**config.mk**
```make
export PLATFORM = sky130hd
export DESIGN_NAME = crc16_prog_engine
export DESIGN_NICKNAME = d
export VERILOG_FILES = /design/src/rtl/crc16_eng_pkg.sv /design/src/rtl/crc_cfg_regs.sv /design/src/rtl/crc_shift_core.sv /design/src/rtl/crc_seq.sv /design/src/rtl/crc16_prog_engine.sv
export SDC_FILE = /design/constraint.sdc
export NUM_CORES = 1
export LEC_CHECK = 0
export BUFFER_PORTS_ARGS = -buffer_cell sky130_fd_sc_hd__buf_4
export CORE_ASPECT_RATIO = 1.4
export CORE_MARGIN = 2
export CORE_UTILIZATION = 55
export CTS_CLUSTER_SIZE = 30
export DETAILED_ROUTE_END_ITERATION = 8
export GPL_TIMING_DRIVEN = 0
export PLACE_DENSITY = 0.84
export SLEW_MARGIN = 20
export SYNTH_ARGS = -nofsm -noshare
export SYNTH_HDL_FRONTEND = slang
export SYNTH_SLANG_ARGS = --single-unit
```
**constraint.sdc**
```tcl
create_clock -name clk -period 2 [get_ports clk]
set_input_delay 0.1 -clock clk [delete_from_list [all_inputs] [get_ports clk]]
set_output_delay 0.1 -clock clk [all_outputs]
set_load 0.02 [all_outputs]
```
**src/rtl/crc16_eng_pkg.sv**
```systemverilog
package crc16_eng_pkg;
   typedef enum logic [1:0] {
      ST_IDLE   = 2'd0,
      ST_ABSORB = 2'd1,
      ST_SHIFT  = 2'd2
   } eng_state_t;
endpackage

```
**src/rtl/crc_cfg_regs.sv**
```systemverilog
// Configuration bytes for the polynomial plus the enable bit.
// Staged values are copied to the active set only at a packet start.
module crc_cfg_regs #(
   parameter int          CRC_W      = 16,
   parameter int          CFG_W      = 8,
   parameter int          ADDR_W     = 2,
   parameter logic [15:0] POLY_RESET = 16'h8005
) (
   input  logic              clk,
   input  logic              rst_n,
   input  logic              wr,
   input  logic [ADDR_W-1:0] addr,
   input  logic [CFG_W-1:0]  wdata,
   input  logic              load,
   output logic [CRC_W-1:0]  poly_act,
   output logic              en_act
);
   localparam int NB = CRC_W / CFG_W;

   logic [CFG_W-1:0] stage_b [NB];
   logic [CRC_W-1:0] stage;
   logic             en_stage;

   generate
      if (CRC_W % CFG_W != 0) begin : g_bad_width
         $error("CRC_W must be a multiple of CFG_W");
      end
      if (NB + 1 > (1 << ADDR_W)) begin : g_bad_addr
         $error("ADDR_W too narrow for the register set");
      end
      // byte g = 0 is the most significant coefficient byte
      for (genvar g = 0; g < NB; g++) begin : g_byte
         localparam int LO = (NB - 1 - g) * CFG_W;
         always_ff @(posedge clk or negedge rst_n) begin
            if (!rst_n)
               stage_b[g] <= POLY_RESET[LO +: CFG_W];
            else if (wr && addr == ADDR_W'(g))
               stage_b[g] <= wdata;
         end
         assign stage[LO +: CFG_W] = stage_b[g];
      end
   endgenerate

   always_ff @(posedge clk or negedge rst_n) begin
      if (!rst_n)
         en_stage <= 1'b0;
      else if (wr && addr == ADDR_W'(NB))
         en_stage <= wdata[0];
   end

   always_ff @(posedge clk or negedge rst_n) begin
      if (!rst_n) begin
         poly_act <= POLY_RESET[CRC_W-1:0];
         en_act   <= 1'b0;
      end else if (load) begin
         poly_act <= stage;
         en_act   <= en_stage;
      end
   end

   assert_poly_hold_R9 : assert property (@(posedge clk) disable iff (!rst_n)
      !load |=> $stable(poly_act) && $stable(en_act));
endmodule

```
**src/rtl/crc_shift_core.sv**
```systemverilog
// Bit-serial remainder register, MSB-first, with parallel polynomial taps.
module crc_shift_core #(
   parameter int CRC_W = 16
) (
   input  logic             clk,
   input  logic             rst_n,
   input  logic             clear,
   input  logic             absorb,
   input  logic             din,
   input  logic             shift,
   input  logic [CRC_W-1:0] poly,
   output logic [CRC_W-1:0] rem
);
   logic             fb;
   logic [CRC_W-1:0] nxt;

   assign fb = din ^ rem[CRC_W-1];

   generate
      if (CRC_W < 2) begin : g_bad
         $error("CRC_W must be at least 2");
      end
      for (genvar i = 0; i < CRC_W; i++) begin : g_tap
         if (i == 0) begin : g_lsb
            assign nxt[i] = fb & poly[i];
         end else begin : g_up
            assign nxt[i] = rem[i-1] ^ (fb & poly[i]);
         end
      end
   endgenerate

   always_ff @(posedge clk or negedge rst_n) begin
      if (!rst_n)
         rem <= '0;
      else if (clear)
         rem <= '0;
      else if (absorb)
         rem <= nxt;
      else if (shift)
         rem <= {rem[CRC_W-2:0], 1'b0};
   end

   assert_clear_zero_R3 : assert property (@(posedge clk) disable iff (!rst_n)
      clear |=> (rem == '0));
   assert_idle_hold_R4 : assert property (@(posedge clk) disable iff (!rst_n)
      (!clear && !absorb && !shift) |=> $stable(rem));
endmodule

```
**src/rtl/crc_seq.sv**
```systemverilog
// Packet sequencer: absorb, remainder shift-out, completion pulses.
module crc_seq
   import crc16_eng_pkg::*;
#(
   parameter int CRC_W = 16
) (
   input  logic clk,
   input  logic rst_n,
   input  logic sop,
   input  logic eop,
   input  logic din_vld,
   input  logic mode_tx,
   input  logic en_act,
   input  logic rem_zero,
   output logic clear,
   output logic absorb,
   output logic shift,
   output logic out_vld,
   output logic done,
   output logic pass
);
   localparam int CNT_W = (CRC_W > 1) ? $clog2(CRC_W) : 1;
   localparam logic [CNT_W-1:0] LAST = CNT_W'(CRC_W - 1);

   eng_state_t       state;
   logic [CNT_W-1:0] cnt;
   logic             tx_lat;

   always_ff @(posedge clk or negedge rst_n) begin
      if (!rst_n) begin
         state  <= ST_IDLE;
         cnt    <= '0;
         tx_lat <= 1'b0;
         done   <= 1'b0;
         pass   <= 1'b0;
      end else begin
         done <= 1'b0;
         pass <= 1'b0;
         if (sop) begin
            state  <= ST_ABSORB;
            tx_lat <= mode_tx;
            cnt    <= '0;
         end else begin
            case (state)
               ST_ABSORB: begin
                  if (eop) begin
                     if (tx_lat) begin
                        state <= ST_SHIFT;
                        cnt   <= '0;
                     end else begin
                        state <= ST_IDLE;
                        done  <= en_act;
                        pass  <= en_act & rem_zero;
                     end
                  end
               end
               ST_SHIFT: begin
                  if (cnt == LAST) begin
                     state <= ST_IDLE;
                     done  <= 1'b1;
                  end else begin
                     cnt <= cnt + 1'b1;
                  end
               end
               default: state <= ST_IDLE;
            endcase
         end
      end
   end

   assign clear   = sop;
   assign absorb  = (state == ST_ABSORB) && !sop && !eop && din_vld;
   assign shift   = (state == ST_SHIFT) && !sop;
   assign out_vld = (state == ST_SHIFT);

   assert_done_single_R6 : assert property (@(posedge clk) disable iff (!rst_n)
      done |=> !done);
   assert_pass_needs_done_R7 : assert property (@(posedge clk) disable iff (!rst_n)
      pass |-> done);
   assert_tx_no_pass_R6 : assert property (@(posedge clk) disable iff (!rst_n)
      (done && tx_lat) |-> !pass);
   assert_rx_needs_en_R8 : assert property (@(posedge clk) disable iff (!rst_n)
      (done && !tx_lat) |-> en_act);
   assert_shift_run_R5 : assert property (@(posedge clk) disable iff (!rst_n)
      (out_vld && !sop) |=> (out_vld || done));
endmodule

```
**src/rtl/crc16_prog_engine.sv**
```systemverilog
module crc16_prog_engine #(
   parameter int          CRC_W      = 16,
   parameter int          CFG_W      = 8,
   parameter int          ADDR_W     = 2,
   parameter logic [15:0] POLY_RESET = 16'h8005
) (
   input  logic              clk,
   input  logic              rst_n,
   input  logic              cfg_wr,
   input  logic [ADDR_W-1:0] cfg_addr,
   input  logic [CFG_W-1:0]  cfg_wdata,
   input  logic              tx_mode,
   input  logic              pkt_start,
   input  logic              pkt_end,
   input  logic              bit_in,
   input  logic              bit_in_vld,
   output logic              crc_bit,
   output logic              crc_bit_vld,
   output logic              chk_done,
   output logic              chk_pass
);
   logic [CRC_W-1:0] poly_act;
   logic             en_act;
   logic [CRC_W-1:0] rem;
   logic             clear, absorb, shift;

   crc_cfg_regs #(
      .CRC_W(CRC_W), .CFG_W(CFG_W), .ADDR_W(ADDR_W), .POLY_RESET(POLY_RESET)
   ) i_regs (
      .clk(clk), .rst_n(rst_n), .wr(cfg_wr), .addr(cfg_addr), .wdata(cfg_wdata),
      .load(pkt_start), .poly_act(poly_act), .en_act(en_act)
   );

   crc_shift_core #(.CRC_W(CRC_W)) i_core (
      .clk(clk), .rst_n(rst_n), .clear(clear), .absorb(absorb), .din(bit_in),
      .shift(shift), .poly(poly_act), .rem(rem)
   );

   crc_seq #(.CRC_W(CRC_W)) i_seq (
      .clk(clk), .rst_n(rst_n), .sop(pkt_start), .eop(pkt_end),
      .din_vld(bit_in_vld), .mode_tx(tx_mode), .en_act(en_act),
      .rem_zero(rem == '0), .clear(clear), .absorb(absorb), .shift(shift),
      .out_vld(crc_bit_vld), .done(chk_done), .pass(chk_pass)
   );

   assign crc_bit = crc_bit_vld & rem[CRC_W-1];

   assert_out_quiet_R3 : assert property (@(posedge clk) disable iff (!rst_n)
      !crc_bit_vld |-> !crc_bit);
endmodule

```
==> results by group <==
Global route
  • Number of global-route vias before repair: 1800
  • First-pass GRT wire length: 8540 microns
  • Gr usage total: 20.8%
  • Initial antenna violation count: 0
  • Total gr overflow: 0
  • Largest net degree at the start of global routing: 60

Worst hold path
  • Worst Hold Path Cells: 2
  • Hold Path Class: input port to flop

Logic synthesis
  • Yosys warns: 0
  • Cells after synthesis: 213
  • Ys flop type: dfrtp_1
  • Syn_nets: 234
  • Netlist Area Pre-Place: 2670 sq um
  • #FFs+latches synth: 59
  • EDFF count, synth: 0
  • Post-synthesis async set-or-reset flop share: 100%
  • Register area share after synthesis: 55.6%
  • Synth unique cells: 39
  • Syn avg cell area: 12.5 sq um

CTS
  • TritonCTS clock tree: yes
  • Clock Pin Slew Worst Setup and Hold Paths: 0.07 ns
  • Post CTS Setup Buffer Count: 0
  • CTS buffer count: 9
  • Clock Latency Late Sink: 0.34 ns
  • CTS Buffer Depth: 2
  • CTS H-tree lvls: 3
  • CTS root buf: clkbuf_8
  • Clock Sinks: 59

Drt
  • Detail Route Antenna Nets: 0
  • DR vias/cell: 5.40
  • Initial drt markers: 61
  • DRC errors left: 0
  • Drt pass-1 iters: 4
  • DR vias: 1738
  • Total wire length: 5020 microns
  • Wire length per cell: 15.6 microns

Critical path
  • Worst r2r path cells: 8
  • Worst EP required: 2.22 ns
  • Crit-path max cell delay: 0.38 ns
  • Worst Setup Path Type: flop to flop
  • Crit. End Element: flop
  • CP Cell Sequence: inv_1, ha_1, nor4bb_1, buf_4, buf_8, nand3_1, xor2_1, o21ai_2
  • Crit start category: flop
  • Slowest cell on the critical path: dfrtp_1
  • CP Max Fanout: 10
  • CP arrival: 2.05 ns
  • Setup slack, reg-to-reg: 0.17 ns

Layout
  • Antenna cell count: 0
  • Final Net Count: 274
  • Layout cells sized above 1: 36.4%
  • Area Growth Syn to Fin: 18.5%
  • Final non-filler cell total: 322

Placement
  • Placed Cells: 297
  • GPL Wtd Cong: 0.821
  • IO Port Bufs: 20
  • HPWL after detailed placement: 3380 microns

STA
  • Min Clock Period, post-route: 1.83 ns
  • Layout Skew: 0.00675 ns
  • Relative slew margins: 51.3%
  • Fmax: 547 MHz
  • Slew @ Worst Pin: 0.730 ns
  • Fin. Hold Viols: 0
  • Final period util: 91.4%
  • Final setup viols: 0
  • Final Slew Violations: 0
  • Unrepaired setup endpoints after global routing: false
  • Final TNS setup: 0 ns

Floorplanning
  • Core Rows: 30
  • Number of I/O pins: 22
  • Initial Utilization: 56.0%
  • Die Area: 5440 sq um
  • DIE WIDTH: 62.9 microns
  • Die H: 86.5 microns
  • Core Area: 4770 sq um

Pwr
  • Leakage: 1.40 nW
  • Power Density: 876 nW/um^2
  • VDD IR max: 0.671 mV

Flow run
  • Max cap viols: 0

Outcome
  • Outcome: completed
-- routing by layer --
metal  part of all wire [%]  vias up  GRT usage, %
li1                       -      838             -
met1                     42      854          24.1
met2                     52       29          34.4
met3                    2.8       17          5.45
met4                    3.3        0          12.9
met5                      0        -             0
-- layout by cell type (no fill, tap or decap), types with 2 or more instances in the layout --
master         instances
dfrtp_1               53
mux2_2                34
buf_4                 21
nand2_1               20
nand3_1               17
xor2_1                15
clkbuf_8              11
o21ai_2                9
dlygate4sd3_1          9
o21ai_0                8
dfstp_2                6
nor4_1                 4
a21oi_1                4
a21o_1                 4
clkbuf_1               4
inv_1                  3
buf_2                  3
ha_1                   3
buf_6                  2
nand4_1                2
nor2_1                 2
nor2b_1                2
nand3b_1               2
clkinv_2               2
-- metrics by stage --
| step | instance area (sq um) | hold WS (ns) | worst slack [ns] | power (mW) | util (%) |
|---|---|---|---|---|---|
| after detailed placement | 2900 | 0.205 | 0.227 | 1.83 | 60.9 |
| final | 3160 | 0.0210 | 0.173 | 2.77 | 66.4 |
| after CTS | 3160 | 0.00445 | 0.197 | 2.79 | 66.4 |
| after global routing | 3160 | 0.00627 | 0.0448 | 2.89 | 66.4 |
| after floorplan | 2670 | -0.196 | 0.407 | 1.69 | - |
| after global placement | 2900 | 0.200 | 0.252 | 1.80 | 60.9 |
-- cells by family (layout without fill, tap and decap cells) --
family | after synthesis | in the layout | synth area share, %
buffers and inverters | 12 | 57 | 2.95
multiplexers | 34 | 34 | 14.3
XOR/XNOR | 16 | 16 | 5.53
AO/OA/AOI/OAI | 32 | 32 | 9.09
flip-flops | 59 | 59 | 55.6
AND/OR/NAND/NOR | 57 | 57 | 11.1
adder cells (fa/ha/maj) | 3 | 3 | 1.41
-- power breakdown --
group          total (mW)  internal (mW)  switching (mW)
sequential           1.47           1.37           0.101
clock               0.946          0.514           0.432
combinational       0.351          0.196           0.154
total                2.77           2.08           0.687
-- state kept, by name, summed over array words and instances (netlist names) --
register         cells
i_core.rem          16
i_regs.poly_act     16
i_regs.stage        16
i_seq.cnt            4
i_seq.state          2
i_regs.en_act        1
i_regs.en_stage      1
i_seq.done           1
i_seq.pass           1
i_seq.tx_lat         1
-- path summary, 6_finish.rpt --
kind	startpoint	endpoint
min in group asynchronous	rst_n	i_seq.state[0]
worst max register to register	i_seq.state[1]	i_core.rem[11]
worst max-delay path	i_seq.state[1]	i_core.rem[11]
worst min register to register	i_regs.stage[1]	i_regs.poly_act[1]
worst min-delay path	cfg_wdata[0]	i_regs.en_stage
max in group asynchronous	rst_n	i_core.rem[11]
-- worst max-delay path, delay by kind of cell (launching register included) --
kind,cells,cell delay [ns]
buf+inv,3,0.43
flops,1,0.38
simple gates,2,0.38
fa+ha+maj,1,0.26
xor+xnor,1,0.20
compound gates,1,0.06
-- repair_timing --
| item | CTS | global route |
|---|---|---|
| hold buffers | 9 | 0 |
| hold endpoints to repair | 64 | 0 |
| resized for setup | 0 | 0 |
-- final cells by class --
type | instances | area (sq um)
fillers | 360 | 1600
clock buffers | 14 | 163
plain buffers | 8 | 63.8
well taps | 64 | 80.1
clock inverters | 2 | 10.0
multi-input cells | 142 | 1110
inverters | 4 | 15.0
repair buffers | 29 | 240
flip-flops and latches | 59 | 1480
-- synth_stat cells (2+ instances only) --
cell	count	area (sq um)
mux2_2	34	383
nand2_1	20	75.1
nor2b_1	2	12.5
buf_6	2	22.5
buf_2	3	15.0
o21ai_2	9	78.8
o21ai_0	8	40.0
nand3b_1	2	15.0
ha_1	3	37.5
xor2_1	15	131
nor4_1	4	25.0
nand4_1	2	12.5
a21o_1	4	30.0
inv_1	3	11.3
nand3_1	17	85.1
a21oi_1	4	20.0
dfstp_2	6	158
dfrtp_1	53	1330
nor2_1	2	7.51
(Power assumes the default switching activity.)
